$ cat config.mk
export PLATFORM = sky130hd
export DESIGN_NAME = coll_pair_gen
export DESIGN_NICKNAME = d
export VERILOG_FILES = /design/src/rtl/coll_pair_pkg.sv /design/src/rtl/coll_pair_ctl.sv /design/src/rtl/coll_pair_dp.sv /design/src/rtl/coll_pair_gen.sv
export SDC_FILE = /design/constraint.sdc
export NUM_CORES = 1
export LEC_CHECK = 0
export CAP_MARGIN = 0
export CORE_MARGIN = 2
export CORE_UTILIZATION = 35
export DETAILED_ROUTE_END_ITERATION = 10
export MAX_ROUTING_LAYER = met4
export PLACE_DENSITY = 0.57
export SLEW_MARGIN = 10
export SYNTH_ARGS = -nofsm -noshare
export SYNTH_HDL_FRONTEND = slang
export SYNTH_SLANG_ARGS = --single-unit
$ cat constraint.sdc
create_clock -name clk -period 2.06 [get_ports clk]
set_input_delay 0.412 -clock clk [delete_from_list [all_inputs] [get_ports clk]]
set_output_delay 0.412 -clock clk [all_outputs]
set_load 0.01 [all_outputs]
$ cat src/rtl/coll_pair_pkg.sv
package coll_pair_pkg;

  typedef enum logic [1:0] {
    ST_IDLE  = 2'd0,
    ST_WAIT  = 2'd1,
    ST_BURST = 2'd2
  } selfTestState_e;

  typedef struct packed {
    logic gateOn;
    logic holdOn;
  } collStrobe_t;

  function automatic int maxOf3(input int a, input int b, input int c);
    int m;
    m = (a > b) ? a : b;
    return (m > c) ? m : c;
  endfunction

endpackage

$ cat src/rtl/coll_pair_ctl.sv
module coll_pair_ctl
  import coll_pair_pkg::*;
#(
  parameter int DELAY_TICKS = 8,
  parameter int BURST_TICKS = 8,
  parameter int HOLD_TICKS  = 2,
  parameter int EOT_TICKS   = 1
) (
  input  logic        clk,
  input  logic        rst,
  input  logic        oscTick,
  input  logic        txActive,
  input  logic        collReq,
  input  logic        jabReq,
  input  logic        testEn,
  output collStrobe_t strobes
);

  localparam int CNT_MAX = maxOf3(DELAY_TICKS, BURST_TICKS, HOLD_TICKS);
  localparam int TCNT_W  = $clog2(CNT_MAX + 1);
  localparam int EOT_W   = $clog2(EOT_TICKS + 1);

  localparam logic [TCNT_W-1:0] DELAY_LOAD = TCNT_W'(DELAY_TICKS - 1);
  localparam logic [TCNT_W-1:0] BURST_LOAD = TCNT_W'(BURST_TICKS - 1);
  localparam logic [TCNT_W-1:0] HOLD_LOAD  = TCNT_W'(HOLD_TICKS);
  localparam logic [EOT_W-1:0]  EOT_LAST   = EOT_W'(EOT_TICKS - 1);

  // end-of-transmission detection
  logic             eotArmed;
  logic [EOT_W-1:0] lowTicks;
  logic             eotHit;

  assign eotHit = oscTick && !txActive && eotArmed && (lowTicks == EOT_LAST);

  always_ff @(posedge clk) begin
    if (rst) begin
      eotArmed <= 1'b0;
      lowTicks <= '0;
    end else if (txActive) begin
      eotArmed <= 1'b1;
      lowTicks <= '0;
    end else if (oscTick && eotArmed) begin
      if (eotHit) begin
        eotArmed <= 1'b0;
        lowTicks <= '0;
      end else begin
        lowTicks <= lowTicks + 1'b1;
      end
    end
  end

  // self-test sequencer
  selfTestState_e    stState;
  logic [TCNT_W-1:0] stCnt;

  always_ff @(posedge clk) begin
    if (rst) begin
      stState <= ST_IDLE;
      stCnt   <= '0;
    end else if (txActive) begin
      stState <= ST_IDLE;
      stCnt   <= '0;
    end else begin
      unique case (stState)
        ST_IDLE: begin
          if (eotHit && testEn) begin
            stState <= ST_WAIT;
            stCnt   <= DELAY_LOAD;
          end
        end
        ST_WAIT: begin
          if (oscTick) begin
            if (stCnt == '0) begin
              stState <= ST_BURST;
              stCnt   <= BURST_LOAD;
            end else begin
              stCnt <= stCnt - 1'b1;
            end
          end
        end
        ST_BURST: begin
          if (oscTick) begin
            if (stCnt == '0) begin
              stState <= ST_IDLE;
            end else begin
              stCnt <= stCnt - 1'b1;
            end
          end
        end
        default: begin
          stState <= ST_IDLE;
          stCnt   <= '0;
        end
      endcase
    end
  end

  // request merge and trailing hold
  logic              gateNow;
  logic              prevGate;
  logic              fallEdge;
  logic              holdActive;
  logic [TCNT_W-1:0] holdCnt;

  assign gateNow  = collReq || jabReq || (stState == ST_BURST);
  assign fallEdge = prevGate && !gateNow;

  always_ff @(posedge clk) begin
    if (rst) begin
      prevGate   <= 1'b0;
      holdActive <= 1'b0;
      holdCnt    <= '0;
    end else begin
      prevGate <= gateNow;
      if (gateNow) begin
        holdActive <= 1'b0;
      end else if (fallEdge) begin
        holdActive <= 1'b1;
        holdCnt    <= HOLD_LOAD;
      end else if (holdActive && oscTick) begin
        if (holdCnt == TCNT_W'(1)) begin
          holdActive <= 1'b0;
        end
        holdCnt <= holdCnt - 1'b1;
      end
    end
  end

  assign strobes.gateOn = gateNow;
  assign strobes.holdOn = holdActive || fallEdge;

endmodule

$ cat src/rtl/coll_pair_dp.sv
module coll_pair_dp
  import coll_pair_pkg::*;
#(
  parameter int HALF_CLKS = 2
) (
  input  logic        clk,
  input  logic        rst,
  input  logic        oscTick,
  input  collStrobe_t strobes,
  output logic        collWave,
  output logic        collIdle
);

  localparam int PH_W = $clog2(2 * HALF_CLKS + 1);
  localparam logic [PH_W-1:0] PH_TOP  = PH_W'(2 * HALF_CLKS - 1);
  localparam logic [PH_W-1:0] PH_HALF = PH_W'(HALF_CLKS);

  logic [PH_W-1:0] phCnt;
  logic            phaseHigh;

  assign phaseHigh = (phCnt < PH_HALF);

  always_ff @(posedge clk) begin
    if (rst) begin
      phCnt <= '0;
    end else if (oscTick) begin
      phCnt <= '0;
    end else if (phCnt != PH_TOP) begin
      phCnt <= phCnt + 1'b1;
    end
  end

  always_ff @(posedge clk) begin
    if (rst) begin
      collWave <= 1'b0;
      collIdle <= 1'b1;
    end else begin
      collWave <= strobes.gateOn ? phaseHigh : strobes.holdOn;
      collIdle <= !(strobes.gateOn || strobes.holdOn);
    end
  end

endmodule

$ cat src/rtl/coll_pair_gen.sv
module coll_pair_gen
  import coll_pair_pkg::*;
#(
  parameter int DELAY_TICKS = 8,
  parameter int BURST_TICKS = 8,
  parameter int HOLD_TICKS  = 2,
  parameter int EOT_TICKS   = 1,
  parameter int HALF_CLKS   = 2
) (
  input  logic clk,
  input  logic rst,
  input  logic oscTick,
  input  logic txActive,
  input  logic collReq,
  input  logic jabReq,
  input  logic testEn,
  output logic collWave,
  output logic collIdle
);

  collStrobe_t strobes;

  coll_pair_ctl #(
    .DELAY_TICKS(DELAY_TICKS),
    .BURST_TICKS(BURST_TICKS),
    .HOLD_TICKS (HOLD_TICKS),
    .EOT_TICKS  (EOT_TICKS)
  ) u_ctl (
    .clk     (clk),
    .rst     (rst),
    .oscTick (oscTick),
    .txActive(txActive),
    .collReq (collReq),
    .jabReq  (jabReq),
    .testEn  (testEn),
    .strobes (strobes)
  );

  coll_pair_dp #(
    .HALF_CLKS(HALF_CLKS)
  ) u_dp (
    .clk     (clk),
    .rst     (rst),
    .oscTick (oscTick),
    .strobes (strobes),
    .collWave(collWave),
    .collIdle(collIdle)
  );

endmodule

==> results.cfg <==
[outcome]
status = finished clean

[final_layout]
final_cell_area_um2 = 1150
antenna_cells = 0
syn2layout_area_growth_pct = 15.4
drive_gt1_share_pct = 10.2
final_net_count = 141
stdcell_count = 159
n_fill_cell = 267

[worst_hold_path]
hold_path_class = flop to flop
hold_start = u_ctl.stCnt[1]
hold_depth = 2

[logic_synthesis]
ys.flop_type = dfxtp_1
syn-cell-area_um2 = 1000
synth_area_leaders = dfxtp_1 (38%), ha_1 (6.3%), a21oi_1 (4.0%)
synth_edf_count = 0
synth_top_area_share_pct = 38.0
synth_top_area_cell = dfxtp_1
syn_area_per_cell_um2 = 8.54
yosys.cell_types.count = 35
synthesis.instances = 117
synth_fp_nets = 129
yosys_warnings = 0
yosysSeqAreaShare_pct = 38.0
ys_seq_elements = 19
async_flop_share_pct = 0
synth_common_cells = dfxtp_1 (19), nand2_1 (9), nor2_1 (9), a21oi_1 (8)
synth_most_common_cell = dfxtp_1

[sta]
tightest_slew_ps = 500
relSlewSlack_pct = 66.6
report.final.slew_viol_count = 0
finalHoldViolCount = 0
finalSetupTns_ps = 0
setup_viol = 0
fmax_mhz = 559
rsz0062_at_grt = no
finClkSkew_ps = 3.04
fin_crit_sh_pct = 86.9
fin_crit_ps = 1790

[critical_path]
rr_worst_depth = 4
reg2reg_from = u_ctl.stState[1]
criticalPathCategory = flop to flop
crit_path_max_fanout = 11
end_kind = flop
cp-start-kind = flop
critPathArrivalTime_ps = 1980
crit_start = u_ctl.stState[1]
required_ps = 2250

[placed_design]
dpl_cell_area_um2 = 1130
hpwl_um = 1470
place_congestion = 0.829
dp.cells = 155
port_buffers = 8

[clocking]
root_buffer = clkbuf_4
clockBufferDepth = 2
cts_resized = 0
cts_hold_buf = 0
h-tree-depth = 1
cts_tree = yes
clk_pin_slew_ps = 110
clk-insertion-delay-late_ps = 290
cts_sinks = 19
cts_buffers = 3
cts_setup_buffers = 0

[routing]
drtAntennaViolNets = 0
drt-total-wl_um = 1950
drt_iter0_drc = 36
vias = 871
routed_via_density = 5.48
remaining_drc_errors = 0
drt_pre_antenna_iters = 4
post_drt_wl_per_cell_um = 12.3

[floorplan]
io_pins = 9
chipWidth_um = 57.4
std_cell_rows = 19
dieArea_um2 = 3300
design.core.area_um2 = 2730
die_height_um = 57.4
initial_core_util_pct = 36.6

[power_and_ir_drop]
p_per_area_nw_per_um2 = 566
p_leak_nw = 0.416
vdd_ir_drop_max_uv = 442

[grt]
grt-ovfl-total = 0
grt_antenna_before_repair = 0
grt_pass1_vias = 757
grt_pass1_wl_um = 3290
grt_max_degree = 19
track_usage_pct = 13.2

[job]
max_cap_violations = 0
==> layout make-up <==
class	instances	area (µm²)	area share (%)
Clock buffer	3	22.5	1.95
Clock inverter	1	5.00	0.434
Inverter	6	22.5	1.95
Multi-Input combinational cell	86	567	49.1
Sequential cell	19	380	33.0
Tap cell	31	38.8	3.36
Timing Repair Buffer	13	118	10.2
==> cells by family after synthesis <==
| family | share of synthesized area (%) |
|---|---|
| buffers and inverters | 5.26 |
| AO/OA/AOI/OAI | 17.6 |
| AND/OR/NAND/NOR | 27.0 |
| multiplexers | 4.01 |
| flip-flops | 38.0 |
| XOR/XNOR | 1.75 |
| adder cells (fa/ha/maj) | 6.26 |
==> flip-flops by register name (all words and copies together), names as in the netlist <==
name,cells
u_ctl.prevGate,1
u_ctl.stState,2
u_dp.phCnt,3
u_dp.collWave,1
u_ctl.stCnt,4
u_ctl.holdActive,1
u_ctl.lowTicks,1
u_dp.collIdle,1
u_ctl.holdCnt,4
u_ctl.eotArmed,1
==> final timing paths <==
kind / endpoint / slack [ps]
max: u_ctl.stCnt[3] / 270
min: u_ctl.stCnt[1] / 480
max reg2reg: u_ctl.stCnt[3] / 270
min reg2reg: u_ctl.stCnt[1] / 480
==> critical path, cell delays in order (launching register included) <==
cell       delay [ps]
dfxtp_1           530
nor2b_1           480
or3b_2            200
o211ai_1           80
a2111oi_0         390
==> layout by cell type (no fill, tap or decap), drive strengths merged, types with 4 or more instances in the layout <==
master         netlist  final
buf                  1      5
o21ai                5      5
or4                  4      4
nand3                4      4
clkdlybuf4s50        0      8
mux2i                4      4
nor3                 6      6
nor2                 9      9
nor2b                4      4
dfxtp               19     19
ha                   5      5
a21oi                8      8
nand2               10     10
inv                  6      6
==> layer usage <==
metal	part of all wire, %	global-route usage [%]	wire (µm)	up-vias
li1	-	-	-	445
met5	0	-	0	-
met1	51	17.3	1000	406
met3	4.3	4.08	84	2
met2	43	19.5	843	18
met4	0.92	3.99	18	0
==> per-stage QoR <==
stage | power [mW] | util [%] | setup WS (ps) | hold WS (ps)
after floorplan | 0.437 | - | 507 | 447
after global placement | 0.471 | 41.2 | 50.7 | 464
after detailed placement | 0.472 | 41.2 | 36.5 | 467
after CTS | 0.662 | 42.2 | 302 | 486
after global routing | 0.688 | 42.2 | 39.9 | 516
final | 0.653 | 42.2 | 271 | 483
==> where the power goes <==
group          switching (mW)  total (mW)  internal, mW
combinational          0.0372      0.0766        0.0394
sequential            0.00884       0.387         0.378
clock                   0.118       0.190        0.0723
Note: power is estimated with default switching activity, not from simulation.
